$ cat src/rtl/i2cf_pkg.sv
`timescale 1ns/1ps
package i2cf_pkg;
  // Control word, MSB first: route[7:6], ten[5], free[4], en[3], len[2:0]
  typedef struct packed {
    logic [1:0] route;
    logic       ten;
    logic       free;
    logic       en;
    logic [2:0] len;
  } ctrl_t;

  typedef enum logic [1:0] {PH_IDLE, PH_A1, PH_A2, PH_DATA} phase_t;
endpackage

$ cat src/rtl/i2cf_ctrl_reg.sv
`timescale 1ns/1ps
module i2cf_ctrl_reg
  import i2cf_pkg::*;
(
  input  logic       clk,
  input  logic       rst_n,
  input  logic       we_i,
  input  logic [7:0] wdata_i,
  input  logic       start_i,
  output ctrl_t      ctrl_o
);
  ctrl_t ctrl_q;

  always_ff @(posedge clk) begin
    if (!rst_n) begin
      ctrl_q <= '0;
    end else begin
      if (we_i)    ctrl_q     <= ctrl_t'(wdata_i);
      if (start_i) ctrl_q.len <= 3'b000;
    end
  end

  assign ctrl_o = ctrl_q;


  len_clear_chk: assert property (@(posedge clk) disable iff (!rst_n)
    start_i |=> (ctrl_q.len == 3'b000));
endmodule

$ cat src/rtl/i2cf_shifter.sv
`timescale 1ns/1ps
module i2cf_shifter #(
  parameter int DW = 8,
  localparam int CW = $clog2(DW + 1)
) (
  input  logic          clk,
  input  logic          rst_n,
  input  logic          abort_i,
  input  logic          start_i,
  input  logic          load_i,
  input  logic [DW-1:0] load_data_i,
  input  logic          rearm_i,
  input  logic          tick_i,
  input  logic          sda_i,
  input  logic [CW-1:0] nbits_i,
  output logic          active_o,
  output logic [DW-1:0] shreg_o,
  output logic [DW-1:0] next_byte_o,
  output logic          done_o
);
  logic          active_q;
  logic [CW-1:0] cnt_q;
  logic [DW-1:0] sh_q;

  assign next_byte_o = {sh_q[DW-2:0], sda_i};
  assign done_o      = active_q && tick_i && ((cnt_q + CW'(1)) == nbits_i);

  always_ff @(posedge clk) begin
    if (!rst_n || abort_i) begin
      active_q <= 1'b0;
      cnt_q    <= '0;
      sh_q     <= '1;
    end else if (start_i) begin
      active_q <= 1'b1;
      cnt_q    <= '0;
      sh_q     <= '1;
    end else if (load_i) begin
      active_q <= 1'b1;
      cnt_q    <= '0;
      sh_q     <= load_data_i;
    end else if (rearm_i) begin
      active_q <= 1'b1;
      cnt_q    <= '0;
      sh_q     <= '1;
    end else if (active_q && tick_i) begin
      sh_q <= next_byte_o;
      if (done_o) begin
        active_q <= 1'b0;
        cnt_q    <= '0;
      end else begin
        cnt_q <= cnt_q + CW'(1);
      end
    end
  end

  assign active_o = active_q;
  assign shreg_o  = sh_q;


  load_arm_chk: assert property (@(posedge clk) disable iff (!rst_n)
    (load_i && !abort_i && !start_i) |=> (active_q && cnt_q == '0 && sh_q == $past(load_data_i)));
endmodule

$ cat src/rtl/i2cf_addr_fsm.sv
`timescale 1ns/1ps
module i2cf_addr_fsm
  import i2cf_pkg::*;
#(
  parameter int AW = 10
) (
  input  logic          clk,
  input  logic          rst_n,
  input  logic          off_i,
  input  logic          start_i,
  input  logic          stop_i,
  input  logic          done_i,
  input  logic [7:0]    byte_i,
  input  logic          free_i,
  input  logic          ten_i,
  input  logic [AW-1:0] own_i,
  output logic          irq_set_o,
  output logic          rearm_o,
  output logic          xfer_ok_o,
  output logic          hit_o,
  output logic          gc_o
);
  phase_t ph_q, ph_d;
  logic   hit_q, hit_d, gc_q, gc_d;
  logic   is_gc, m7, m10a, m10b;

  assign is_gc = (byte_i == 8'h00);
  assign m7    = (byte_i[7:1] == own_i[6:0]);
  assign m10a  = (byte_i[7:1] == {5'b11110, own_i[AW-1:AW-2]});
  assign m10b  = (byte_i == own_i[7:0]);

  always_comb begin
    ph_d      = ph_q;
    hit_d     = hit_q;
    gc_d      = gc_q;
    irq_set_o = 1'b0;
    rearm_o   = 1'b0;
    if (done_i) begin
      unique case (ph_q)
        PH_A1: begin
          if (free_i) begin
            irq_set_o = 1'b1; ph_d = PH_DATA;
          end else if (is_gc) begin
            gc_d = 1'b1; irq_set_o = 1'b1; ph_d = PH_DATA;
          end else if (!ten_i && m7) begin
            hit_d = 1'b1; irq_set_o = 1'b1; ph_d = PH_DATA;
          end else if (ten_i && m10a) begin
            rearm_o = 1'b1; ph_d = PH_A2;
          end else begin
            ph_d = PH_IDLE;
          end
        end
        PH_A2: begin
          if (m10b) begin
            hit_d = 1'b1; irq_set_o = 1'b1; ph_d = PH_DATA;
          end else begin
            ph_d = PH_IDLE;
          end
        end
        PH_DATA: irq_set_o = 1'b1;
        default: irq_set_o = free_i;
      endcase
    end
  end

  always_ff @(posedge clk) begin
    if (!rst_n || off_i) begin
      ph_q <= PH_IDLE; hit_q <= 1'b0; gc_q <= 1'b0;
    end else if (start_i) begin
      ph_q <= PH_A1; hit_q <= 1'b0; gc_q <= 1'b0;
    end else if (stop_i) begin
      ph_q <= PH_IDLE;
    end else begin
      ph_q <= ph_d; hit_q <= hit_d; gc_q <= gc_d;
    end
  end

  assign xfer_ok_o = free_i || (ph_q == PH_DATA);
  assign hit_o     = hit_q;
  assign gc_o      = gc_q;


  idle_quiet_chk: assert property (@(posedge clk) disable iff (!rst_n)
    (ph_q == PH_IDLE && !free_i) |-> !irq_set_o);

  tenbit_hdr_chk: assert property (@(posedge clk) disable iff (!rst_n)
    (ph_q == PH_A1 && done_i && !free_i && ten_i && byte_i[7:3] != 5'b11110 && byte_i != 8'h00)
      |-> !irq_set_o);
endmodule

$ cat src/rtl/i2c_frame_ctl.sv
`timescale 1ns/1ps
module i2c_frame_ctl
  import i2cf_pkg::*;
#(
  parameter int AW    = 10,
  parameter int NPAIR = 2,
  localparam int DW   = 8,
  localparam int CW   = $clog2(DW + 1)
) (
  input  logic             clk,
  input  logic             rst_n,
  input  logic             cfg_we,
  input  logic [7:0]       cfg_wdata,
  input  logic             own_we,
  input  logic [AW-1:0]    own_wdata,
  input  logic             tx_valid,
  output logic             tx_ready,
  input  logic [DW-1:0]    tx_data,
  output logic             rx_valid,
  input  logic             rx_ready,
  output logic [DW-1:0]    rx_data,
  input  logic             start_det,
  input  logic             stop_det,
  input  logic             bit_tick,
  input  logic [NPAIR-1:0] sda_in_p,
  output logic [NPAIR-1:0] scl_oe_p,
  output logic [NPAIR-1:0] sda_oe_p,
  output logic             irq,
  output logic             bus_busy,
  output logic             addr_hit,
  output logic             gen_call
);
  ctrl_t           ctrl;
  logic [AW-1:0]   own_q;
  logic            pend_q, busy_q;
  logic            start_ok, abort, tx_acc, rx_acc;
  logic            active, done, irq_set, fsm_rearm, xfer_ok;
  logic [DW-1:0]   shreg, next_byte;
  logic [CW-1:0]   nbits;
  logic [NPAIR-1:0] sel;
  logic            sda_in, scl_drive, sda_drive;

  assign start_ok = start_det && ctrl.en;
  assign abort    = stop_det || !ctrl.en;
  assign nbits    = (ctrl.len == 3'b000) ? CW'(DW) : CW'(ctrl.len);

  i2cf_ctrl_reg u_ctrl (
    .clk(clk), .rst_n(rst_n), .we_i(cfg_we), .wdata_i(cfg_wdata),
    .start_i(start_ok), .ctrl_o(ctrl)
  );

  always_ff @(posedge clk) begin
    if (!rst_n)      own_q <= '0;
    else if (own_we) own_q <= own_wdata;
  end

  assign tx_ready = ctrl.en && !active && !start_det && xfer_ok;
  assign tx_acc   = tx_valid && tx_ready;
  assign rx_valid = ctrl.en && pend_q;
  assign rx_acc   = rx_valid && rx_ready;

  i2cf_shifter #(.DW(DW)) u_shift (
    .clk(clk), .rst_n(rst_n), .abort_i(abort), .start_i(start_ok),
    .load_i(tx_acc), .load_data_i(tx_data), .rearm_i(fsm_rearm || rx_acc),
    .tick_i(bit_tick), .sda_i(sda_in), .nbits_i(nbits),
    .active_o(active), .shreg_o(shreg), .next_byte_o(next_byte), .done_o(done)
  );

  i2cf_addr_fsm #(.AW(AW)) u_fsm (
    .clk(clk), .rst_n(rst_n), .off_i(!ctrl.en), .start_i(start_ok),
    .stop_i(stop_det), .done_i(done), .byte_i(next_byte),
    .free_i(ctrl.free), .ten_i(ctrl.ten), .own_i(own_q),
    .irq_set_o(irq_set), .rearm_o(fsm_rearm), .xfer_ok_o(xfer_ok),
    .hit_o(addr_hit), .gc_o(gen_call)
  );

  always_ff @(posedge clk) begin
    if (!rst_n || !ctrl.en) pend_q <= 1'b1;
    else if (start_ok)      pend_q <= 1'b0;
    else if (irq_set)       pend_q <= 1'b1;
    else if (tx_acc || rx_acc) pend_q <= 1'b0;
  end

  always_ff @(posedge clk) begin
    if (!rst_n || !ctrl.en) busy_q <= 1'b0;
    else if (start_ok)      busy_q <= 1'b1;
    else if (stop_det)      busy_q <= 1'b0;
  end

  // Pair select: one-hot or none, never both
  always_comb begin
    unique case (ctrl.route)
      2'b01:   sel = NPAIR'(1);
      2'b10:   sel = NPAIR'(2);
      default: sel = '0;
    endcase
  end

  assign sda_in    = (|(sda_in_p & sel)) || !(|sel);
  assign scl_drive = ctrl.en && busy_q && pend_q;
  assign sda_drive = ctrl.en && active && !shreg[DW-1];

  for (genvar p = 0; p < NPAIR; p++) begin : g_pair
    assign scl_oe_p[p] = sel[p] && scl_drive;
    assign sda_oe_p[p] = sel[p] && sda_drive;
  end

  assign rx_data  = shreg;
  assign irq      = pend_q;
  assign bus_busy = busy_q;


  off_flags_chk: assert property (@(posedge clk) disable iff (!rst_n)
    !ctrl.en |=> (irq && !bus_busy));

  pair_excl_chk: assert property (@(posedge clk) disable iff (!rst_n)
    $onehot0(scl_oe_p | sda_oe_p));

  tx_clears_irq_chk: assert property (@(posedge clk) disable iff (!rst_n)
    (tx_valid && tx_ready) |=> !irq);

  start_busy_chk: assert property (@(posedge clk) disable iff (!rst_n)
    (start_det && ctrl.en) |=> (bus_busy && !irq));
endmodule

$ cat config.mk
export PLATFORM = sky130hd
export DESIGN_NAME = i2c_frame_ctl
export DESIGN_NICKNAME = d
export VERILOG_FILES = /design/src/rtl/i2cf_pkg.sv /design/src/rtl/i2cf_ctrl_reg.sv /design/src/rtl/i2cf_shifter.sv /design/src/rtl/i2cf_addr_fsm.sv /design/src/rtl/i2c_frame_ctl.sv
export SDC_FILE = /design/constraint.sdc
export NUM_CORES = 1
export LEC_CHECK = 0
export BUFFER_PORTS_ARGS = -buffer_cell sky130_fd_sc_hd__buf_2
export CAP_MARGIN = 15
export CORE_MARGIN = 2
export CORE_UTILIZATION = 45
export CTS_CLUSTER_SIZE = 12
export DETAILED_ROUTE_END_ITERATION = 10
export PLACE_DENSITY_LB_ADDON = 0.08
export RECOVER_POWER = 100
export SLEW_MARGIN = 25
export SYNTH_ARGS = -nofsm -noshare
export SYNTH_HDL_FRONTEND = slang
export SYNTH_SLANG_ARGS = --single-unit
$ cat constraint.sdc
create_clock -name clk -period 4.2 [get_ports clk]
set_input_delay 0.42 -clock clk [delete_from_list [all_inputs] [get_ports clk]]
set_output_delay 0.42 -clock clk [all_outputs]
set_load 0.005 [all_outputs]
After elaboration in Yosys (flattened, before gate mapping) --
Index checks and enable logic that the tools add are counted.
Cells by class: add/sub/neg operators 1, equality and inequality tests 13, multiplexer cells 42, bitwise operators 4, reductions and logical operators 55
Operators by type and width (count):
- $mux 1 | 28
- $mux 8 | 3
- $logic_and 1x1->1 | 19
- $eq 7x7->1 | 2
- $reduce_bool 4->1 | 3
- $mux 2 | 5
- $reduce_or 2->1 | 5
- $reduce_bool 3->1 | 3
- $eq 8x8->1 | 1
- $logic_not 8->1 | 1
- $mux 4 | 2
- $pmux 2 s2 | 2
- $logic_not 1->1 | 7
- $logic_or 1x1->1 | 7
- $reduce_and 7->1 | 1
- $eq 2x2->1 const B | 3
- $reduce_and 2->1 | 3
- $reduce_and 5->1 | 1
- $add 4x1->4 const B | 1
- $eq 2x1->1 const B | 2
- $eq 4x4->1 | 1
- $ne 2x1->1 const B | 2
- $ne 2x2->1 const B | 2
- $reduce_bool 2->1 | 2
- 7 further kinds | 9
Storage, ports and cells: flip-flop bits (word level) 37, input bits 37, word-level logic and storage cells 130

Depth between registers and ports, before layout --
Gate-level depths: netlist of the first run.
depth in word-level cells 14, depth in mapped cells 9, depth with buffers taken out 8

Cells and area by module --
A second synthesis of the first run with hierarchy kept.
Unflattened totals: cells, all modules 249, area, all modules 2204.6 um2
Modules (own cells, without submodules):
- i2cf_shifter | times used 1, cells each 91, area each 734.5 um2, sequential area each 260.2 um2
- i2c_frame_ctl | times used 1, cells each 61, area each 601.8 um2, sequential area each 240.2 um2
- i2cf_addr_fsm | times used 1, cells each 71, area each 568.0 um2, sequential area each 80.1 um2
- i2cf_ctrl_reg | times used 1, cells each 26, area each 300.3 um2, sequential area each 160.2 um2

Worst setup path after synthesis of the first run --
No wires, ideal clock.
kind reg2reg, start register u_ctrl.ctrl_q (netlist bit u_ctrl.ctrl_o[6]), end register u_shift.cnt_q[2], library setup time 79 ps, arrival time 1776 ps, required time 4121 ps, setup slack 2345 ps, stages on the path, launching flop included 9, path buffers 0, cell sequence dfxtp_1 -> inv_1 -> ha_1 -> a221oi_2 -> a31oi_1 -> nand3_1 -> nor4_2 -> or3_4 -> a211oi_2
Between the ends: word-level cells in the longest chain between the ends 12
RTL lines:
- start, declared | line i2cf_ctrl_reg.sv:12 | ctrl_t ctrl_q;
- start signal, assigned | line i2cf_ctrl_reg.sv:18 | if (we_i) ctrl_q <= ctrl_t'(wdata_i);
- $eq 2x2->1 / $eq 2x1->1 (equally long branches) | line i2c_frame_ctl.sv:92 | unique case (ctrl.route)
- $pmux 2 s2 (*) | line i2c_frame_ctl.sv:92
- $and 2x2->2 / $reduce_or 2->1 (equally long branches) | line i2c_frame_ctl.sv:99 | assign sda_in = (|(sda_in_p & sel)) || !(|sel);
- $reduce_or 2->1 / $logic_not 1->1 (equally long branches) | line i2c_frame_ctl.sv:99
- $logic_or 1x1->1 (*) | line i2c_frame_ctl.sv:99
- $logic_not 8->1 (*) | line i2cf_addr_fsm.sv:27 | assign is_gc = (byte_i == 8'h00);
- $mux 1 (*) | line i2cf_addr_fsm.sv:43 | end else if (is_gc) begin
- $mux 1 (*) | line i2cf_addr_fsm.sv:41 | if (free_i) begin
- $mux 1 (*) | line i2cf_addr_fsm.sv:39 | unique case (ph_q)
- $mux 1 (*) | line i2cf_addr_fsm.sv:38 | if (done_i) begin
- $logic_or 1x1->1 (*) | line i2c_frame_ctl.sv:64 | .load_i(tx_acc), .load_data_i(tx_data), .rearm_i(fsm_rearm || rx_acc),
- $reduce_or 4->1 (no line) (*)
- end signal, assigned | line i2cf_shifter.sv:51 | cnt_q <= cnt_q + CW'(1);
- end, declared | line i2cf_shifter.sv:22 | logic [CW-1:0] cnt_q;
Every way passes the cells marked *; elsewhere a longest branch is shown, timed or not. A chain may end at the register's enable or synchronous reset.

Worst setup path after layout of the first run --
Same ends and word-level chain as after synthesis.

==> results of run 1 <==
[stage by stage]
stage          hold WS (ps)  utilization (%)
6_report              365.7            54.65
5_1_grt               375.3            54.65
4_1_cts               360.2            55.80
3_5_place_dp          459.8            53.86
3_3_place_gp          461.8            53.86
2_1_floorplan         455.3                -
[synthesized netlist by cell type (4+ instances only)]
master,number
a21oi_1,14
nor3_1,6
a211oi_1,4
a211o_1,5
xor2_1,6
mux2i_1,18
nor2b_1,17
dfxtp_1,37
ha_1,7
and3_1,4
o21ai_1,4
xnor2_1,13
nand4_1,4
inv_1,6
nor2_1,17
nand2_1,22
nand3_1,6
clkbuf_1,10
[power breakdown]
part / total [uW] / switching, uW / internal (uW) / leakage (uW)
registers: 375 / 12.4 / 362 / 0.000302
clock network: 246 / 116 / 130 / 0.0000443
logic: 75.4 / 35.6 / 39.8 / 0.000649
total: 696 / 164 / 532 / 0.000996
[area by class of cell]
cell class / instances / area, um^2
multi-input combinational: 184 / 1250
sequential: 37 / 740.7
fill: 449 / 2016
timing repair buffer: 55 / 264.0
inverter: 6 / 22.52
tap: 52 / 65.06
clock buffer: 7 / 86.33
[final timing paths]
kind | from | end | slack (ps) | depth (start not counted)
setup / recovery | u_ctrl.ctrl_o[6]$_SDFFE_PN0P_ | u_shift.cnt_q[2]$_SDFFE_PP0P_ | 1750 | 8
hold / removal | cfg_wdata[0] | u_ctrl.ctrl_o[0]$_SDFFE_PP0P_ | 370 | 3
setup reg to reg | u_ctrl.ctrl_o[6]$_SDFFE_PN0P_ | u_shift.cnt_q[2]$_SDFFE_PP0P_ | 1750 | 8
hold reg to reg | bus_busy$_SDFFE_PP0N_ | bus_busy$_SDFFE_PP0N_ | 480 | 2
[worst max-delay path: cells and delay by family, from the launching register on]
kind / cells / cell delay (ps)
simple gates: 3 / 670
fa+ha+maj: 1 / 280
flops: 1 / 370
buf+inv: 1 / 60
compound gates: 3 / 1000
[state kept, by name, indices dropped and copies added, names as in the netlist]
| register | flops |
|---|---|
| bus_busy | 1 |
| irq | 1 |
| own_q | 10 |
| u_ctrl.ctrl_o | 8 |
| u_fsm.gc_o | 1 |
| u_fsm.hit_o | 1 |
| u_fsm.ph_q | 2 |
| u_shift.active_o | 1 |
| u_shift.cnt_q | 4 |
| u_shift.shreg_o | 8 |
[cell families after synthesis]
logic type      count (synthesis)
compound gates                 46
xor+xnor                       20
fa+ha+maj                       7
buf+inv                        20
flops                          37
mux                            18
simple gates                   93
[routing by layer]
metal  GRT usage (%)  part of all wire [%]
met2           32.02                    47
met4           6.996                   1.3
met5               0                     0
met3           4.167                   3.4
met1           26.28                    48
==> flow_metrics.tcl, run 1 <==
set metrics [dict create \
    synthFlopType "dfxtp_1" \
    antenna_found_initial 0 \
    dpl.hpwl_um 3813 \
    layout.nets 333 \
    mostFrequentLayoutCell "buf_2" \
    grt_pass1_wl_um 8190 \
    synth_top_area_share_pct 35.03 \
    vias_per_cell 5.422 \
    leakagePower_uw 0.0009957 \
    synthAdderAreaFrac_pct 4.142 \
    ys_types 47 \
    p_total_uw 696.0 \
    path_cells "inv_1 -> ha_1 -> a221oi_1 -> a31oi_1 -> nand3_1 -> nor4_1 -> or3_1 -> a211oi_1" \
    ant_nets 0 \
    final.setup.tns_ps 0 \
    grt_usage_pct 19.87 \
    finClkSkew_ps 5.135 \
    finalWorstSetupSlack_ps 1745 \
    crit_arrival_ps 2650 \
    cap_violations 0 \
    synth-edff-count 0 \
    clockBufferDepth 2 \
    worst_slew_pin_slew_ps 793.1 \
    antenna_cells_inserted 0 \
    core_area_um2 4444 \
    area_growth_syn_to_layout_pct 14.85 \
    fin_cells 341 \
    startpoint_type "register" \
    synth_top_family_by_area "simple AND/OR/NAND/NOR gates" \
    io_buffers 54 \
    dieWidth_um 72.55 \
    dieArea_um2 5264 \
    io_pins 55 \
    synth_area_leaders "dfxtp_1 35%, mux2i_1 8.5%, xnor2_1 5.4%" \
    vdd_drop_max_mv 0.1903 \
    cts_resized 0 \
    synth-simple-area-share_pct 23.67 \
    synth-seq-cells 37 \
    critPathMaxFanout 6 \
    layout_common_cells "45 x buf_2, 37 x dfxtp_1, 23 x nand2_1" \
    syn_area_um2 2115 \
    power-per-cell-area_nw_per_um2 286.6 \
    critical_path_class "reg2reg" \
    gp_congestion 0.7894 \
    clk_pin_slew_ps 70 \
    async_flop_share_pct 0 \
    ys_seq_area_share_pct 35.03 \
    syn-mean-instance-area_um2 8.774 \
    cts_sinks 37 \
    place_area_um2 2394 \
    postCtsSetupRepairBufs 0 \
    grt_pass1_vias 1752 \
    htreeDepth 2 \
    critPathCaptureType "register" \
    cts_tree "done" \
    slew_violations 0 \
    cts_hold_buffers 0 \
    die_y_um 72.55 \
    rsz0062_at_grt "no" \
    synth_xor_area_share_pct 8.935 \
    synth_mux_area_share_pct 8.521 \
    start_util_pct 47.58 \
    drt_pass1_iterations 4 \
    cts_root_buf "clkbuf_8" \
    cts_buffers 5 \
    status "finished clean" \
    min_path_type "in2reg" \
    clk_latency_ps 280 \
    postSynthCellCount 241 \
    crit_path_top_delay_cell "a221oi_1" \
    rows 24 \
    fmax_ghz 0.4073 \
    routed_wl_um 4843 \
    synth_fp_nets 285 \
    drive_gt1_share_pct 19.03 \
    dp.cells 334 \
    grt_max_degree 19 \
    num_vias 1849 \
    synth_compound_area_share_pct 15.62 \
    dr.first_iter.drc_count 76 \
    yosys_warnings 0 \
    finalCritPeriodShare_pct 58.45 \
    maxSlewHeadroom_pct 46.64 \
    drc_errors 0 \
    cp.required_ps 4400 \
    slowest_delay_ps 550 \
    post-route-min-period_ps 2455 \
    place_ws_ps 2060 \
    final_area_um2 2429 \
    routedWlPerCell_um 14.20 \
    setup_viol 0 \
    hold_viol 0 \
    synth_top_area_cell "dfxtp_1" \
    grt_overflow 0 \
]
No activity file was read; power rests on OpenSTA's default activity.
==> run 2: changes to the inputs <==
--- a/config.mk
+++ b/config.mk
@@ -5,6 +5,7 @@
 export SDC_FILE = /design/constraint.sdc
 export NUM_CORES = 1
 export LEC_CHECK = 0
+export ABC_AREA = 1
 export BUFFER_PORTS_ARGS = -buffer_cell sky130_fd_sc_hd__buf_2
 export CAP_MARGIN = 15
 export CORE_MARGIN = 2
==> constraint.sdc (replaced) <==
create_clock -name clk -period 2.5 [get_ports clk]
set_input_delay 0.25 -clock clk [delete_from_list [all_inputs] [get_ports clk]]
set_output_delay 0.25 -clock clk [all_outputs]
set_load 0.005 [all_outputs]
==> flow_metrics.tcl, run 2 <==
set metrics [dict create \
    die_y_um 75.33 \
    ys_types 24 \
    finalCritPeriodShare_pct 81.02 \
    slowest_delay_ps 420 \
    cp.depth 12 \
    antenna_found_initial 0 \
    whs_ps 176.9 \
    cts_hold_buffers 0 \
    sequentialPowerShare_pct 49.6 \
    startpoint_type "register" \
    dieArea_um2 5675 \
    rows 25 \
    path_cells "ha_1 -> inv_1 -> nor2_1 -> nor2_4 -> nand2_1 -> nor2_4 -> nand3_1 -> nor2_1 -> nand2_1 -> nand3_1 -> o21ai_0 -> nand2_1" \
    cts_resized 0 \
    yosysMostFrequentCell "nand2_1" \
    synthTopCellsByCount "114 x nand2_1, 47 x nor2_1, 37 x dfxtp_1" \
    setup_viol 0 \
    synth_top_area_cell "dfxtp_1" \
    clkPwrFrac_pct 36.6 \
    status "finished clean" \
    hold_start "cfg_wdata[5]" \
    grt_max_degree 20 \
    drive_gt1_share_pct 16.04 \
    r2r_start "u_shift.cnt_q[0]$_SDFFE_PP0P_" \
    yosys_warnings 0 \
    leakagePower_uw 0.001280 \
    grt_pass1_wl_um 9929 \
    clk_latency_ps 290 \
    cp.required_ps 2740 \
    routed_wl_um 6005 \
    p_int_uw 930.7 \
    hold_viol 0 \
    postSynthCellCount 364 \
    vias_per_cell 4.908 \
    p_total_uw 1274 \
    finClkSkew_ps 7.518 \
    post-route-min-period_ps 2026 \
    mostFrequentLayoutCell "nand2_1" \
    crit_path_frequent_cell "nand2_1" \
    final.setup.tns_ps 0 \
    hold_end "u_ctrl.ctrl_o[5]$_SDFFE_PN0P_" \
    power_frac_comb_pct 13.8 \
    largest_reg_flops 10 \
    crit_path_top_delay_cell "dfxtp_1" \
    maxSlewHeadroom_pct 70.12 \
    rrSetupSlack_ps 470 \
    layout_common_cells "116 x nand2_1, 51 x nor2_1, 40 x buf_2" \
    critical_path_class "reg2reg" \
    fin_util_pct 55.95 \
    min_path_type "in2reg" \
    num_vias 2410 \
    area_growth_syn_to_layout_pct 17.70 \
    synth_area_leaders "dfxtp_1 32%, nand2_1 19%, nor2_1 7.7%" \
    grt_overflow 0 \
    fmax_ghz 0.4937 \
    postCtsSetupRepairBufs 0 \
    htreeDepth 2 \
    grt_pass1_vias 2174 \
    dpl.hpwl_um 4781 \
    rr_endpoint "u_shift.shreg_o[3]$_SDFFE_PP1P_" \
    synth_top_area_share_pct 32.35 \
    drc_errors 0 \
    routedWlPerCell_um 12.23 \
    grt_usage_pct 22.81 \
    critPathCaptureType "register" \
    reg2regPathDepth 12 \
    synthFlopType "dfxtp_1" \
    critPathMaxFanout 8 \
    dieWidth_um 75.33 \
    synth-edff-count 0 \
    antenna_cells_inserted 0 \
    syn_area_um2 2290 \
    drt_pass1_iterations 4 \
    cts_root_buf "clkbuf_8" \
    layout.nets 467 \
    start_util_pct 47.53 \
    io_pins 55 \
    synth-seq-cells 37 \
    regMostFlops "own_q" \
    cts_sinks 37 \
    cap_violations 0 \
    worst_slew_pin_slew_ps 447.7 \
    crit_arrival_ps 2260 \
    slew_violations 0 \
    synth_fp_nets 408 \
    clockBufferDepth 2 \
    worstHoldPathCells 3 \
    dr.first_iter.drc_count 131 \
    gp_congestion 0.8488 \
    p_sw_uw 343.0 \
    async_flop_share_pct 0 \
    cts_buffers 5 \
    io_buffers 54 \
    syn-mean-instance-area_um2 6.290 \
    rsz0062_at_grt "no" \
    cp_top_family "simple AND/OR/NAND/NOR gates" \
    core_area_um2 4817 \
    cts_tree "done" \
    swShare_pct 26.93 \
    cp_num_buf_inv 1 \
    clk_pin_slew_ps 80 \
    ant_nets 0 \
    ys_seq_area_share_pct 32.35 \
    vdd_drop_max_mv 0.2909 \
    power-per-cell-area_nw_per_um2 472.6 \
]
-- run 2: changes by cell type after synthesis, sizes merged, moves of 16 or more --
cell,change
inv,+39
mux2i,-18
nor2b,-17
o21ai,+17
nor2,+36
nand3,+16
nand2,+99
-- run 2: cells by family after synthesis --
family | share of synthesized area (%)
simple gates | 41.04
xor+xnor | 3.060
fa+ha+maj | 3.825
flops | 32.35
compound gates | 11.37
buf+inv | 8.360
-- run 2: power groups by stage --
stage / clock (uW) / combinational [uW] / sequential [uW]
2_1_floorplan: 0 / 115 / 640
3_3_place_gp: 0 / 178 / 646
3_5_place_dp: 0 / 178 / 646
4_1_cts: 481 / 180 / 632
5_1_grt: 503 / 203 / 635
6_report: 467 / 175 / 632
-- run 2: how the worst max path moves through the flow --
stage                                        startpoint                               to  slack [ps]
after CTS                 u_ctrl.ctrl_o[6]$_SDFFE_PN0P_       u_fsm.ph_q[1]$_SDFFE_PP0P_         760
after global placement    u_ctrl.ctrl_o[6]$_SDFFE_PN0P_       u_fsm.ph_q[1]$_SDFFE_PP0P_         770
after global routing      u_shift.cnt_q[0]$_SDFFE_PP0P_  u_shift.shreg_o[6]$_SDFFE_PP1P_         280
after detailed placement  u_ctrl.ctrl_o[6]$_SDFFE_PN0P_       u_fsm.ph_q[1]$_SDFFE_PP0P_         790
final                     u_shift.cnt_q[0]$_SDFFE_PP0P_  u_shift.shreg_o[3]$_SDFFE_PP1P_         470
after floorplan           u_shift.cnt_q[0]$_SDFFE_PP0P_    u_shift.cnt_q[3]$_SDFFE_PP0P_         970
-- run 2: through the flow --
step | cell area [um^2] | setup WS, ps | cells
5_1_grt | 2695 | 281.2 | 491
4_1_cts | 2741 | 759.5 | 491
3_5_place_dp | 2640 | 792.7 | 483
3_3_place_gp | 2640 | 766.2 | 483
6_report | 2695 | 474.4 | 491
2_1_floorplan | 2290 | 970.9 | 364
-- run 2: tightest hold or removal path: stages --
cell,delay (ps)
buf_2,70
nor2_1,30
nor2_1,80
-- run 2: area by class of cell --
class,count,area [um^2]
sequential,37,740.7
multi-input combinational,276,1328
clock buffer,7,96.34
fill,532,2122
clock inverter,1,5.005
tap,67,83.83
timing repair buffer,55,261.5
inverter,48,180.2
-- run 2: per-layer routing --
| metal | wire [um] | track usage [%] | share of wire (%) |
|---|---|---|---|
| met5 | 0 | 0 | 0 |
| met4 | 43 | 4.678 | 0.72 |
| met3 | 346 | 4.894 | 5.8 |
| met2 | 2641 | 36.33 | 44 |
| met1 | 2974 | 32.01 | 50 |
==> run 3: changes to the inputs <==
--- a/config.mk
+++ b/config.mk
@@ -5,7 +5,7 @@
 export SDC_FILE = /design/constraint.sdc
 export NUM_CORES = 1
 export LEC_CHECK = 0
-export ABC_AREA = 1
+export ABC_AREA = 0
 export BUFFER_PORTS_ARGS = -buffer_cell sky130_fd_sc_hd__buf_2
 export CAP_MARGIN = 15
 export CORE_MARGIN = 2
==> constraint.sdc (replaced) <==
create_clock -name clk -period 1.7 [get_ports clk]
set_input_delay 0.17 -clock clk [delete_from_list [all_inputs] [get_ports clk]]
set_output_delay 0.17 -clock clk [all_outputs]
set_load 0.005 [all_outputs]
==> flow_metrics.tcl, run 3 (same netlist as run 1, synthesis figures left out) <==
set metrics [dict create \
    status "finished with violations" \
    violations "setup timing" \
    finClkSkew_ps 6.700 \
    fillers 367 \
    regArea_um2 763.2 \
    io_buffers 54 \
    r2r_start "u_shift.cnt_q[1]$_SDFFE_PP0P_" \
    antenna_found_initial 0 \
    setup_viol 17 \
    rr_endpoint "u_shift.cnt_q[2]$_SDFFE_PP0P_" \
    dieWidth_um 72.55 \
    clk_latency_ps 290 \
    vdd_drop_max_mv 0.4276 \
    htreeDepth 2 \
    layout_common_cells "51 x buf_2, 44 x buf_4, 29 x dfxtp_1" \
    num_vias 2101 \
    min_path_type "in2reg" \
    routed_wl_um 5880 \
    dpl.hpwl_um 4277 \
    die_y_um 72.55 \
    routedWlPerCell_um 14.81 \
    finalWorstSetupSlack_ps -219.4 \
    power-per-cell-area_nw_per_um2 578.1 \
    rrSetupSlack_ps -220 \
    start_util_pct 47.58 \
    slowest_delay_ps 370 \
    critPathCaptureType "register" \
    io_pins 55 \
    crit_path_top_delay_cell "dfxtp_4" \
    crit_start "u_shift.cnt_q[1]$_SDFFE_PP0P_" \
    rsz0062_at_grt "yes" \
    clk_pin_slew_ps 70 \
    regMostFlops "own_q" \
    finalCritPeriodShare_pct 112.9 \
    rows 24 \
    dieArea_um2 5264 \
    crit_arrival_ps 2130 \
    layout.nets 389 \
    hold_viol 0 \
    clockBufferDepth 2 \
    drc_errors 0 \
    maxSlewHeadroom_pct 79.61 \
    largest_reg_flops 10 \
    endpoint "u_shift.cnt_q[2]$_SDFFE_PP0P_" \
    post-route-min-period_ps 1919 \
    drt_pass1_iterations 4 \
    antenna_cells_inserted 0 \
    grt_max_degree 18 \
    dr.first_iter.drc_count 64 \
    ant_nets 0 \
    drive_gt1_share_pct 48.41 \
    grt_pass1_vias 1982 \
    cts_tree "done" \
    worst_slew_pin_slew_ps 303.3 \
    path_cells "ha_4 -> nor2b_4 -> a211o_1 -> a21boi_2 -> buf_4 -> nor4_4 -> or3_4 -> a211oi_2" \
    cap_violations 0 \
    cp.required_ps 1920 \
    critical_path_class "reg2reg" \
    slew_violations 0 \
    final_area_um2 3172 \
    startpoint_type "register" \
    reg2regPathDepth 8 \
    grt_usage_pct 22.61 \
    mostFrequentLayoutCell "buf_2" \
    grt_pass1_wl_um 9163 \
    cts_root_buf "clkbuf_8" \
    fmax_ghz 0.5210 \
    area_growth_syn_to_layout_pct 50.00 \
    critPathMaxFanout 4 \
    grt_overflow 0 \
    cts_sinks 37 \
    place_area_um2 2803 \
    cts_buffers 5 \
    core_area_um2 4444 \
    multi_input_area_um2 1567 \
    cts_hold_buffers 0 \
    gp_congestion 0.8611 \
    fin_util_pct 71.37 \
    leakagePower_uw 0.001300 \
    vias_per_cell 5.292 \
]
==> run 3: cell types whose count changed in the layout (fill, tap and decap cells not counted), moves of 18 or more <==
| cell | delta |
|---|---|
| o21ai_0 | -21 |
| buf_4 | +43 |
| inv_1 | -33 |
| mux2i_1 | +18 |
| nand2_1 | -95 |
| a21oi_1 | -20 |
| nor2_1 | -41 |
==> run 3: worst min-delay path by stage <==
stage	end	start	depth (start not counted)	slack, ps
3_5_place_dp	u_fsm.ph_q[0]$_SDFFE_PP0P_	stop_det	2	410
5_1_grt	u_ctrl.ctrl_o[0]$_SDFFE_PP0P_	cfg_wdata[0]	3	110
2_1_floorplan	u_fsm.gc_o$_SDFFE_PP0P_	start_det	1	250
6_report	u_fsm.ph_q[0]$_SDFFE_PP0P_	stop_det	2	110
3_3_place_gp	u_ctrl.ctrl_o[0]$_SDFFE_PP0P_	cfg_wdata[0]	3	410
4_1_cts	u_fsm.ph_q[0]$_SDFFE_PP0P_	stop_det	2	100
==> run 3: per-stage QoR <==
stage	instances	worst slack [ps]	hold slack, ps	setup TNS, ps	total power [uW]
finish	397	-219.4	105.7	-1883	1834
global route	397	-324.5	111.0	-3233	1907
CTS	394	-193.3	101.6	-1515	1833
detailed placement	380	-274.2	409.7	-3112	1187
global placement	380	-211.3	406.5	-2245	1183
floorplan	241	-118.6	249.3	-612.9	1074
==> run 3: cell type report <==
cell class | instances | area share [%]
clock buffer | 7 | 2.722
inverter | 6 | 0.7101
multi-input combinational | 184 | 49.39
sequential | 37 | 24.06
tap | 52 | 2.051
timing repair buffer | 111 | 21.07
==> run 3: repair_timing <==
action,4_1_cts,5_1_grt
setup buffers,6,2
resized for setup,26,33
cloned,1,1
pin swaps,15,11
endpoints found under the setup margin,18,18
==> run 3: power by group <==
| part | switching (uW) | leakage [uW] | internal, uW |
|---|---|---|---|
| Combinational | 132 | 0.000949 | 156 |
| Sequential | 27.5 | 0.000306 | 890 |
| Clock | 307 | 0.0000443 | 322 |
| Total | 467 | 0.00130 | 1370 |
==> run 3: worst max-delay path, delay by kind of cell (launching register included) <==
| family | cells | cell delay, ps |
|---|---|---|
| adder cells (fa/ha/maj) | 1 | 170 |
| buffers and inverters | 1 | 160 |
| flip-flops | 1 | 370 |
| AND/OR/NAND/NOR | 3 | 550 |
| AO/OA/AOI/OAI | 3 | 600 |
==> run 3: layer usage <==
layer | vias up | GRT usage (%) | part of all wire, %
met5 | - | 0 | 0
met4 | 0 | 6.173 | 1.0
met3 | 7 | 4.583 | 4.0
met2 | 47 | 36.57 | 49
met1 | 989 | 30.67 | 46
li1 | 1058 | - | -
